==> config.mk <==
export PLATFORM = sky130hd
export DESIGN_NAME = cordic_sincos_pipe
export DESIGN_NICKNAME = d
export VERILOG_FILES = /design/src/rtl/cordic_sincos_pkg.sv /design/src/rtl/cordic_rst_sync.sv /design/src/rtl/cordic_fold.sv /design/src/rtl/cordic_stage.sv /design/src/rtl/cordic_post.sv /design/src/rtl/cordic_sincos_pipe.sv
export SDC_FILE = /design/constraint.sdc
export NUM_CORES = 2
export LEC_CHECK = 0
export ABC_AREA = 1
export BUFFER_PORTS_ARGS = -buffer_cell sky130_fd_sc_hd__buf_4
export CAP_MARGIN = 20
export CORE_MARGIN = 10
export CORE_UTILIZATION = 50
export CTS_CLUSTER_SIZE = 40
export DETAILED_ROUTE_END_ITERATION = 7
export HOLD_SLACK_MARGIN = 0.08
export PLACE_DENSITY = 0.76
export SLEW_MARGIN = 25
export SYNTH_ARGS = -nofsm -noshare
export SYNTH_HDL_FRONTEND = slang
export SYNTH_SLANG_ARGS = --single-unit
==> constraint.sdc <==
create_clock -name clk -period 32.9 [get_ports clk]
set_input_delay 6.58 -clock clk [delete_from_list [all_inputs] [get_ports clk]]
set_output_delay 6.58 -clock clk [all_outputs]
set_load 0.03 [all_outputs]
==> src/rtl/cordic_sincos_pkg.sv <==
package cordic_sincos_pkg;

  // inverse of the accumulated circular CORDIC gain
  localparam real GAIN_INV = 0.6072529350;

  // arctangent of 2^-i, expressed where pi equals 2^19
  function automatic longint atan_c19(input int i);
    longint c;
    case (i)
      0:  c = 131072;
      1:  c = 77376;
      2:  c = 40884;
      3:  c = 20753;
      4:  c = 10417;
      5:  c = 5213;
      6:  c = 2607;
      7:  c = 1304;
      8:  c = 652;
      9:  c = 326;
      10: c = 163;
      11: c = 81;
      12: c = 41;
      13: c = 20;
      14: c = 10;
      15: c = 5;
      default: c = (i > 40) ? 64'sd0 : (longint'(166886) >>> i);
    endcase
    return c;
  endfunction

  // same constant rescaled so that pi equals 2^(zw-1)
  function automatic longint atan_fix(input int i, input int zw);
    longint c;
    c = atan_c19(i);
    if (zw >= 20) return c <<< (zw - 20);
    else          return c >>> (20 - zw);
  endfunction

endpackage

==> src/rtl/cordic_rst_sync.sv <==
module cordic_rst_sync (
  input  logic clk,
  input  logic rst_n,
  output logic rst_sync_n
);
  logic meta_q;
  logic sync_q;

  always_ff @(posedge clk or negedge rst_n) begin
    if (!rst_n) begin
      meta_q <= 1'b0;
      sync_q <= 1'b0;
    end else begin
      meta_q <= 1'b1;
      sync_q <= meta_q;
    end
  end

  assign rst_sync_n = sync_q;
endmodule

==> src/rtl/cordic_fold.sv <==
module cordic_fold #(
  parameter int ANG_W = 16,
  parameter int ZW    = 20
) (
  input  logic                 clk,
  input  logic                 rst_n,
  input  logic                 in_valid,
  input  logic [ANG_W-1:0]     angle_in,
  output logic                 v_o,
  output logic signed [ZW-1:0] z_o,
  output logic                 neg_o
);
  localparam int PAD = ZW - ANG_W;

  logic                 flip;
  logic [ANG_W-1:0]     folded;
  logic signed [ZW-1:0] z_n;
  logic                 v_q;
  logic signed [ZW-1:0] z_q;
  logic                 neg_q;

  // second or third quadrant when the two top bits differ
  always_comb begin
    flip   = angle_in[ANG_W-1] ^ angle_in[ANG_W-2];
    folded = angle_in;
    folded[ANG_W-1] = angle_in[ANG_W-1] ^ flip;
    z_n    = {folded, {PAD{1'b0}}};
  end

  always_ff @(posedge clk or negedge rst_n) begin
    if (!rst_n) begin
      v_q   <= 1'b0;
      z_q   <= '0;
      neg_q <= 1'b0;
    end else begin
      v_q <= in_valid;
      if (in_valid) begin
        z_q   <= z_n;
        neg_q <= flip;
      end
    end
  end

  assign v_o   = v_q;
  assign z_o   = z_q;
  assign neg_o = neg_q;
endmodule

==> src/rtl/cordic_stage.sv <==
module cordic_stage #(
  parameter int XW  = 20,
  parameter int ZW  = 20,
  parameter int IDX = 0
) (
  input  logic                 clk,
  input  logic                 rst_n,
  input  logic                 v_i,
  input  logic signed [XW-1:0] x_i,
  input  logic signed [XW-1:0] y_i,
  input  logic signed [ZW-1:0] z_i,
  input  logic                 neg_i,
  output logic                 v_o,
  output logic signed [XW-1:0] x_o,
  output logic signed [XW-1:0] y_o,
  output logic signed [ZW-1:0] z_o,
  output logic                 neg_o
);
  // tied-off rotation angle for this stage
  localparam logic signed [ZW-1:0] ATAN_K = ZW'(cordic_sincos_pkg::atan_fix(IDX, ZW));

  logic signed [XW-1:0] x_sh;
  logic signed [XW-1:0] y_sh;
  logic signed [XW-1:0] x_n;
  logic signed [XW-1:0] y_n;
  logic signed [ZW-1:0] z_n;
  logic                 v_q;
  logic signed [XW-1:0] x_q;
  logic signed [XW-1:0] y_q;
  logic signed [ZW-1:0] z_q;
  logic                 neg_q;

  always_comb begin
    x_sh = x_i >>> IDX;
    y_sh = y_i >>> IDX;
    if (!z_i[ZW-1]) begin
      x_n = x_i - y_sh;
      y_n = y_i + x_sh;
      z_n = z_i - ATAN_K;
    end else begin
      x_n = x_i + y_sh;
      y_n = y_i - x_sh;
      z_n = z_i + ATAN_K;
    end
  end

  always_ff @(posedge clk or negedge rst_n) begin
    if (!rst_n) begin
      v_q   <= 1'b0;
      x_q   <= '0;
      y_q   <= '0;
      z_q   <= '0;
      neg_q <= 1'b0;
    end else begin
      v_q <= v_i;
      if (v_i) begin
        x_q   <= x_n;
        y_q   <= y_n;
        z_q   <= z_n;
        neg_q <= neg_i;
      end
    end
  end

  assign v_o   = v_q;
  assign x_o   = x_q;
  assign y_o   = y_q;
  assign z_o   = z_q;
  assign neg_o = neg_q;
endmodule

==> src/rtl/cordic_post.sv <==
module cordic_post #(
  parameter int XW    = 20,
  parameter int OUT_W = 16,
  parameter int GUARD = 3
) (
  input  logic                    neg_i,
  input  logic signed [XW-1:0]    x_i,
  input  logic signed [XW-1:0]    y_i,
  output logic signed [OUT_W-1:0] cos_o,
  output logic signed [OUT_W-1:0] sin_o
);
  localparam logic signed [XW-1:0] HALF = XW'(1) <<< (GUARD - 1);
  localparam logic signed [XW-1:0] MAXV = XW'((1 << (OUT_W - 1)) - 1);
  localparam logic signed [XW-1:0] MINV = -MAXV;

  function automatic logic signed [OUT_W-1:0] shape(
    input logic signed [XW-1:0] v,
    input logic                 neg
  );
    logic signed [XW-1:0] r;
    logic signed [XW-1:0] s;
    r = (v + HALF) >>> GUARD;
    if (r > MAXV)      s = MAXV;
    else if (r < MINV) s = MINV;
    else               s = r;
    if (neg) s = -s;
    return s[OUT_W-1:0];
  endfunction

  always_comb begin
    cos_o = shape(x_i, neg_i);
    sin_o = shape(y_i, neg_i);
  end
endmodule

==> src/rtl/cordic_sincos_pipe.sv <==
module cordic_sincos_pipe #(
  parameter int ANG_W  = 16,
  parameter int OUT_W  = 16,
  parameter int STAGES = 16,
  parameter int GUARD  = 3
) (
  input  logic                    clk,
  input  logic                    rst_n,
  input  logic                    in_valid,
  input  logic [ANG_W-1:0]        angle_in,
  output logic                    out_valid,
  output logic signed [OUT_W-1:0] cos_out,
  output logic signed [OUT_W-1:0] sin_out
);
  localparam int XW  = OUT_W + GUARD + 1;
  localparam int ZW  = ANG_W + 4;
  localparam int LAT = STAGES + 1;
  localparam logic signed [XW-1:0] X_INIT =
    XW'($rtoi(cordic_sincos_pkg::GAIN_INV * (2.0 ** (OUT_W - 2 + GUARD)) + 0.5));

  logic rst_sync_n;

  logic                 sv [0:STAGES];
  logic signed [XW-1:0] sx [0:STAGES];
  logic signed [XW-1:0] sy [0:STAGES];
  logic signed [ZW-1:0] sz [0:STAGES];
  logic                 sn [0:STAGES];

  cordic_rst_sync u_rst (
    .clk        (clk),
    .rst_n      (rst_n),
    .rst_sync_n (rst_sync_n)
  );

  cordic_fold #(.ANG_W(ANG_W), .ZW(ZW)) u_fold (
    .clk      (clk),
    .rst_n    (rst_sync_n),
    .in_valid (in_valid),
    .angle_in (angle_in),
    .v_o      (sv[0]),
    .z_o      (sz[0]),
    .neg_o    (sn[0])
  );

  // gain compensation: the starting vector is preloaded
  assign sx[0] = X_INIT;
  assign sy[0] = '0;

  for (genvar i = 0; i < STAGES; i++) begin : g_stage
    cordic_stage #(.XW(XW), .ZW(ZW), .IDX(i)) u_stage (
      .clk   (clk),
      .rst_n (rst_sync_n),
      .v_i   (sv[i]),
      .x_i   (sx[i]),
      .y_i   (sy[i]),
      .z_i   (sz[i]),
      .neg_i (sn[i]),
      .v_o   (sv[i+1]),
      .x_o   (sx[i+1]),
      .y_o   (sy[i+1]),
      .z_o   (sz[i+1]),
      .neg_o (sn[i+1])
    );
  end

  cordic_post #(.XW(XW), .OUT_W(OUT_W), .GUARD(GUARD)) u_post (
    .neg_i (sn[STAGES]),
    .x_i   (sx[STAGES]),
    .y_i   (sy[STAGES]),
    .cos_o (cos_out),
    .sin_o (sin_out)
  );

  assign out_valid = sv[STAGES];
endmodule

; After elaboration in Yosys (flattened, before gate mapping)
; Cells that the tools add are included.
[op_classes]
reduce_logical = 0
mux = 52
mul = 0
shift = 0
n_div = 0
eq_ne = 0
magnitude_cmp = 4
bitwise_logic = 2
n_addsub = 94
[ops]
columns = cell, n
row1 = two-way mux 20 bit, 46
row2 = two-way mux 16 bit, 6
row3 = adder 20 x 17 -> 20 bit, 3
row4 = subtractor 20 x 17 -> 20 bit, 3
row5 = adder 20 x 10 -> 20 bit, 2
row6 = adder 20 x 11 -> 20 bit, 2
row7 = adder 20 x 12 -> 20 bit, 2
row8 = adder 20 x 13 -> 20 bit, 2
row9 = adder 20 x 14 -> 20 bit, 2
row10 = adder 20 x 15 -> 20 bit, 2
row11 = adder 20 x 16 -> 20 bit, 2
row12 = adder 20 x 18 -> 20 bit, 2
row13 = "adder 20 x 4 -> 20 bit, second input constant", 2
row14 = adder 20 x 5 -> 20 bit, 2
row15 = adder 20 x 6 -> 20 bit, 2
row16 = adder 20 x 7 -> 20 bit, 2
row17 = adder 20 x 8 -> 20 bit, 2
row18 = adder 20 x 9 -> 20 bit, 2
row19 = subtractor 20 x 10 -> 20 bit, 2
row20 = subtractor 20 x 11 -> 20 bit, 2
row21 = subtractor 20 x 12 -> 20 bit, 2
row22 = subtractor 20 x 13 -> 20 bit, 2
row23 = subtractor 20 x 14 -> 20 bit, 2
row24 = subtractor 20 x 15 -> 20 bit, 2
row25 = other kinds (43), 54
[word_totals]
output_inout_bits = 33
input_bits = 19
ram_bits = 0
latchBits = 0
elab_cells = 236
rom_bits = 0
memories = 0
register_bits = 973

; Logic depth before layout (Yosys ltp)
[logic_depth]
ltp_word = 6
depth_mapped = 26

; Modules after synthesis
; From an unflattened synthesis, not the netlist that was laid out.
[unflattened]
cells_unflattened = 15660
area_unflattened_um2 = 101541.1
[by_module_without_submodules]
columns = mod, cells_each, instances, seq_area_each_um2, area_each_um2
row1 = cordic_stage at g_stage[3].u_stage, 955, 1, 1551.5, 6449.9
row2 = cordic_stage at g_stage[4].u_stage, 954, 1, 1551.5, 6351.1
row3 = cordic_stage at g_stage[5].u_stage, 961, 1, 1551.5, 6244.7
row4 = cordic_stage at g_stage[6].u_stage, 918, 1, 1551.5, 6232.2
row5 = cordic_stage at g_stage[8].u_stage, 941, 1, 1551.5, 6198.4
row6 = cordic_stage at g_stage[10].u_stage, 967, 1, 1551.5, 6170.9
row7 = cordic_stage at g_stage[0].u_stage, 974, 1, 1526.5, 6165.9
row8 = cordic_stage at g_stage[2].u_stage, 939, 1, 1551.5, 6159.7
row9 = cordic_stage at g_stage[12].u_stage, 937, 1, 1551.5, 6149.6
row10 = cordic_stage at g_stage[9].u_stage, 954, 1, 1551.5, 6107.1
row11 = cordic_stage at g_stage[11].u_stage, 936, 1, 1551.5, 6095.8
row12 = cordic_stage at g_stage[1].u_stage, 941, 1, 1551.5, 6093.3
row13 = cordic_stage at g_stage[14].u_stage, 937, 1, 1551.5, 6083.3
row14 = cordic_stage at g_stage[15].u_stage, 947, 1, 1551.5, 6077.1
row15 = +6 rows, --, --, --, --

; Worst setup path after synthesis
; No wires, ideal clock.
[synth_path]
path_kind = register to output
from = register g_stage[15].u_stage.y_q[2]
to = output sin_out[6]
path_slack_ns = 23.540
path_buffers = 1
path_stages_with_launch = 24
required_ns = 26.320
arrival_ns = 2.780
path_cell_list = dfrtp_1 ha_1 nand2_1 nor2_1 nand2_1 nand2_1 nand2_1 nand2_1 nor2_1 nand2_1 nor2_1 nand2_1 nand2_1 nand2_4 buf_6 nand2_1 nor2_1 ha_1 inv_1 a21oi_1 nand2_1 nor2_2 nor2_1 xor2_1
[synth_between]
elab_chain_len = 6
word_cells_on_any_way = 7
cone_classes = 2 x add/sub / 2 x order compare / 3 x mux
[synth_rtl]
columns = item, line
row1 = "start, declared", cordic_stage.sv:29  ; logic signed [XW-1:0] y_q;
row2 = "start signal, assigned", cordic_stage.sv:58  ; y_q <= y_n;
row3 = adder 20 x 4 -> 20 bit (*), cordic_post.sv:22  ; r = (v + HALF) >>> GUARD;
row4 = less-than comparator 17 x 16 -> 1 bit, cordic_post.sv:24  ; else if (r < MINV) s = MINV;
row5 = two-way mux 16 bit, cordic_post.sv:24
row6 = two-way mux 16 bit (*), cordic_post.sv:23  ; if (r > MAXV) s = MAXV;
row7 = negation 16 bit, cordic_post.sv:26  ; if (neg) s = -s;
row8 = two-way mux 16 bit (*), cordic_post.sv:26
row9 = "end, declared", cordic_sincos_pipe.sv:13  ; output logic signed [OUT_W-1:0] sin_out
; Mark *: on every way between the ends. The rest lies on a longest branch, timed or not.

; Worst setup path after layout
[layout_path]
from = register g_stage[15].u_stage.y_q[3]
to = output sin_out[14]
; The elaborated chain is that of the path after synthesis.

==> results.rst <==
.. list-table::
   :header-rows: 1

   * - Metric
     - Value
   * - Result of the run
     - finished, final reports clean
   * - Initial drt markers
     - 5638
   * - Number of antenna violations at the first check in global routing
     - 3
   * - Setup_tns
     - 0 ns
   * - Most used DFF post-synth
     - sky130_fd_sc_hd__dfrtp_1
   * - Total setup violations reported at the end of the flow
     - 0
   * - Required time of the worst setup path
     - 26.32 ns
   * - Path type of the worst min-delay path
     - flip-flop to flip-flop
   * - Starting density of the core
     - 50.24%
   * - Count of input and output buffers
     - 51
   * - Share of synthesized registers carrying an async set or reset
     - 100.0%
   * - Number of flops mapped to enable cells by yosys
     - 0
   * - Tightest Pin Transition
     - 1.045 ns
   * - Fill cell instance count of the final layout
     - 14820
   * - Upper clock frequency limit
     - 0.09255 GHz
   * - Via count of the first global-routing pass
     - 67370
   * - Startpoint Class
     - flip-flop
   * - DR vias/cell
     - 5.578
   * - Clock edge transition at the registers on the reported setup and hold paths
     - 0.06 ns
   * - Endpoint of the worst hold-timing path
     - u_rst.rst_sync_n$_DFF_PN0_
   * - Top area cells in the synthesized netlist
     - sky130_fd_sc_hd__dfrtp_1, sky130_fd_sc_hd__ha_1, sky130_fd_sc_hd__nand2_1, sky130_fd_sc_hd__o21ai_0, sky130_fd_sc_hd__a21oi_1
   * - Count of pins on the block boundary
     - 52
   * - Die area
     - 0.1707 mm2
   * - Row Count
     - 144
   * - Share of the yosys chip area belonging to registers
     - 29.75%
   * - Mean instance size in the synthesized netlist
     - 7.240 um2
   * - Hold Fails Final Rpt
     - 0
   * - Number of antenna cells inserted
     - 0
   * - Remaining global-route overflow
     - 0
   * - Share of the cycle needed by the critical path after routing
     - 32.84%
   * - Commonest non-fill, non-tap cells in the layout
     - sky130_fd_sc_hd__nand2_1, sky130_fd_sc_hd__o21ai_0, sky130_fd_sc_hd__inv_1, sky130_fd_sc_hd__dfrtp_1, sky130_fd_sc_hd__ha_1
   * - Max-cap violation count
     - 0
   * - DRT Wirelength
     - 216.5 mm
   * - Clock buffer depth
     - 3
   * - Mapped Nets
     - 11580
   * - Hold-fix buffers at CTS
     - 0
   * - Arrival @ worst endpoint
     - 4.23 ns
   * - Insertion delay of the later-clocked pin in the worst-skew pair
     - 0.74 ns
   * - Global-route wire length before repair
     - 351.8 mm
   * - Level count of the clock H-tree
     - 3
   * - Cell count after synthesis
     - 10680
   * - Via count
     - 71200
   * - Sinks on Clock Net
     - 919
   * - Number of setup buffers added after CTS
     - 0
   * - Timing startpoint of the critical path
     - g_stage[15].u_stage.y_o[3]$_DFFE_PN0P_
   * - Storage cell area
     - 0.02300 mm2
   * - WL per Instance
     - 16.96 um
   * - Worst-case reg-to-reg path depth
     - 15
   * - DRC violations left
     - 0
   * - HPWL after DPL
     - 171.4 mm
   * - Launch point of the worst hold path
     - u_rst.meta_q$_DFF_PN0_
   * - Synth top area share
     - 29.75%
   * - Post-cts resize count
     - 0
   * - Number of CTS-inserted buffers
     - 106
   * - Endpoint type of the worst setup path
     - output pin
   * - Startpoint of the worst register-to-register path
     - g_stage[7].u_stage.z_o[19]$_DFFE_PN0P_
   * - Syn. warnings
     - 0
   * - Most common cell after layout, fill and taps aside
     - sky130_fd_sc_hd__nand2_1
   * - Worst flop-to-flop path endpoint
     - g_stage[8].u_stage.x_o[19]$_DFFE_PN0P_
   * - Number of synthesized register bits
     - 919
   * - Last weighted congestion value of the routability-driven placer
     - 0.9632
   * - Multi-input logic area
     - 0.04944 mm2
   * - Flop2flop setup slack
     - 28.00 ns
   * - Clock tree from TritonCTS
     - built
   * - Worst slew margin relative to its limit
     - 30.24%
   * - Net total in the final layout
     - 11540
   * - Total track usage
     - 24.74%
   * - TritonRoute pass-1 iters
     - 6
   * - Chip width
     - 413.2 um
   * - Number of nets with antenna violations after detailed routing
     - 0
   * - Setup repair after global routing missed its margin
     - no
   * - Post-synthesis cell type count
     - 58
   * - Synth-to-Final Area Change
     - 8.046%
   * - Worst-case clock skew
     - 0.04813 ns
   * - Crit Path Class
     - flip-flop to output pin
   * - Shortest period the worst path allows
     - 10.81 ns
   * - Total standard cell area after synthesis
     - 0.07730 mm2
   * - Layout cell share with drive strength beyond 1
     - 4.524%
   * - Root buffer cell
     - sky130_fd_sc_hd__clkbuf_16
   * - Maximum number of pins on one net before global-route repair
     - 166
   * - Chip Height
     - 413.2 um
   * - Core ar.
     - 0.1539 mm2
   * - Critical path fanouts, max
     - 24
   * - Hold path depth
     - 0
   * - Dominant cell type by area after synthesis
     - sky130_fd_sc_hd__dfrtp_1
   * - Final slew viol count
     - 0
## metal layers
layer | part of all wire [%] | track usage, % | wire length, um | vias up
li1 | - | - | - | 35630
met1 | 46 | 34.18 | 99070 | 33340
met2 | 46 | 40.74 | 99110 | 1858
met3 | 5.3 | 2.727 | 11470 | 366
met4 | 3.1 | 7.236 | 6813 | 2
met5 | 0.0060 | 0 | 13 | -
## cells by family (layout without fill, tap and decap cells)
group,Yosys count,in the layout,share of synthesized area [%]
other,1,1,0.004851
xor gates and xnor gates,790,790,8.970
and+or+nand+nor,4322,4322,23.18
AOI/OAI and AO/OA,2477,2477,17.12
DFF,919,919,29.75
buffers and inverters,1286,1328,6.291
adders and majority gates,883,883,14.68
## per-stage QoR
step / setup WS [ns] / hold WS (ns) / instances / area, um2 / utilization, %
after global placement: 22.87 / 0.3416 / 12570 / 79670 / 51.78
after global routing: 21.64 / 0.3582 / 12760 / 83520 / 54.28
after floorplan: 5.387 / 0.3312 / 10680 / 77300 / -
final: 22.09 / 0.3550 / 12760 / 83520 / 54.28
after CTS: 22.03 / 0.3572 / 12760 / 83520 / 54.28
after detailed placement: 22.83 / 0.3436 / 12570 / 79670 / 51.78
## how the worst max path moves through the flow
| stage | end | slack [ns] | depth (start not counted) |
|---|---|---|---|
| after floorplan | g_stage[0].u_stage.neg_o$_DFFE_PN0P_ | 5.39 | 0 |
| after global placement | sin_out[14] | 22.87 | 21 |
| after detailed placement | sin_out[14] | 22.83 | 21 |
| after CTS | sin_out[14] | 22.03 | 21 |
| after global routing | sin_out[14] | 21.64 | 20 |
| final | sin_out[14] | 22.09 | 21 |
## flip-flops by register name, indices dropped and copies added (netlist names)
register	count
u_rst.rst_sync_n	1
g_stage.u_stage.y_o	301
u_fold.v_o	1
u_rst.meta_q	1
g_stage.u_stage.x_o	297
g_stage.u_stage.v_o	16
u_fold.z_o	16
g_stage.u_stage.neg_o	16
g_stage.u_stage.z_o	269
u_fold.neg_o	1
## Yosys cell counts, types with 5 or more instances
| cell | count |
|---|---|
| sky130_fd_sc_hd__dfrtp_1 | 919 |
| sky130_fd_sc_hd__o21ai_1 | 7 |
| sky130_fd_sc_hd__nand3_1 | 501 |
| sky130_fd_sc_hd__buf_1 | 13 |
| sky130_fd_sc_hd__clkinv_1 | 14 |
| sky130_fd_sc_hd__nand4_1 | 95 |
| sky130_fd_sc_hd__xor2_1 | 458 |
| sky130_fd_sc_hd__nand2_1 | 2688 |
| sky130_fd_sc_hd__a21o_1 | 43 |
| sky130_fd_sc_hd__o21ai_0 | 1245 |
| sky130_fd_sc_hd__a21boi_0 | 27 |
| sky130_fd_sc_hd__nor2_4 | 5 |
| sky130_fd_sc_hd__nand3b_1 | 11 |
| sky130_fd_sc_hd__o211ai_1 | 34 |
| sky130_fd_sc_hd__inv_2 | 9 |
| sky130_fd_sc_hd__nor2_1 | 686 |
| sky130_fd_sc_hd__o31ai_1 | 40 |
| sky130_fd_sc_hd__or2_2 | 138 |
| sky130_fd_sc_hd__ha_1 | 843 |
| sky130_fd_sc_hd__xnor2_1 | 330 |
| sky130_fd_sc_hd__nor4_1 | 45 |
| sky130_fd_sc_hd__a21oi_1 | 820 |
| sky130_fd_sc_hd__nor2_2 | 9 |
| sky130_fd_sc_hd__nor3b_1 | 7 |
| sky130_fd_sc_hd__o21bai_1 | 59 |
| sky130_fd_sc_hd__fa_1 | 40 |
| sky130_fd_sc_hd__nand2_2 | 13 |
| sky130_fd_sc_hd__a31oi_1 | 148 |
| sky130_fd_sc_hd__nor3_1 | 110 |
| sky130_fd_sc_hd__clkbuf_1 | 235 |
| sky130_fd_sc_hd__inv_1 | 1008 |
| sky130_fd_sc_hd__o22ai_1 | 10 |
| sky130_fd_sc_hd__o21a_1 | 17 |
## final cells by class
cell class                 instances  share of cell area, %
timing repair buffer             103                 0.9647
inverter                        1031                  4.633
multi-input combinational       8473                  59.20
tap                             2044                  3.062
sequential                       919                  27.54
clock buffer                     137                  3.556
clock inverter                    57                  1.049
## worst max-delay path: stages, from the launching register on
cell                      delay (ns)
sky130_fd_sc_hd__dfrtp_1        0.40
sky130_fd_sc_hd__ha_1           0.28
sky130_fd_sc_hd__nand2_1        0.11
sky130_fd_sc_hd__nor2_1         0.28
sky130_fd_sc_hd__nand2_1        0.13
sky130_fd_sc_hd__nor2_1         0.14
sky130_fd_sc_hd__xor2_1         0.24
sky130_fd_sc_hd__inv_1          0.10
sky130_fd_sc_hd__nand2_2        0.34
sky130_fd_sc_hd__inv_1          0.16
sky130_fd_sc_hd__nor2_1         0.18
sky130_fd_sc_hd__ha_1           0.19
sky130_fd_sc_hd__inv_1          0.06
sky130_fd_sc_hd__a21oi_1        0.13
sky130_fd_sc_hd__nand2_1        0.12
sky130_fd_sc_hd__nor2_2         0.15
sky130_fd_sc_hd__nand3_1        0.09
sky130_fd_sc_hd__nand2_1        0.06
sky130_fd_sc_hd__nand2_1        0.04
sky130_fd_sc_hd__nand2_1        0.05
sky130_fd_sc_hd__nand2_1        0.07
sky130_fd_sc_hd__buf_4          0.17
Power is not shown: default switching activity piles up to over one toggle a cycle in this logic, so the estimate is an artifact.
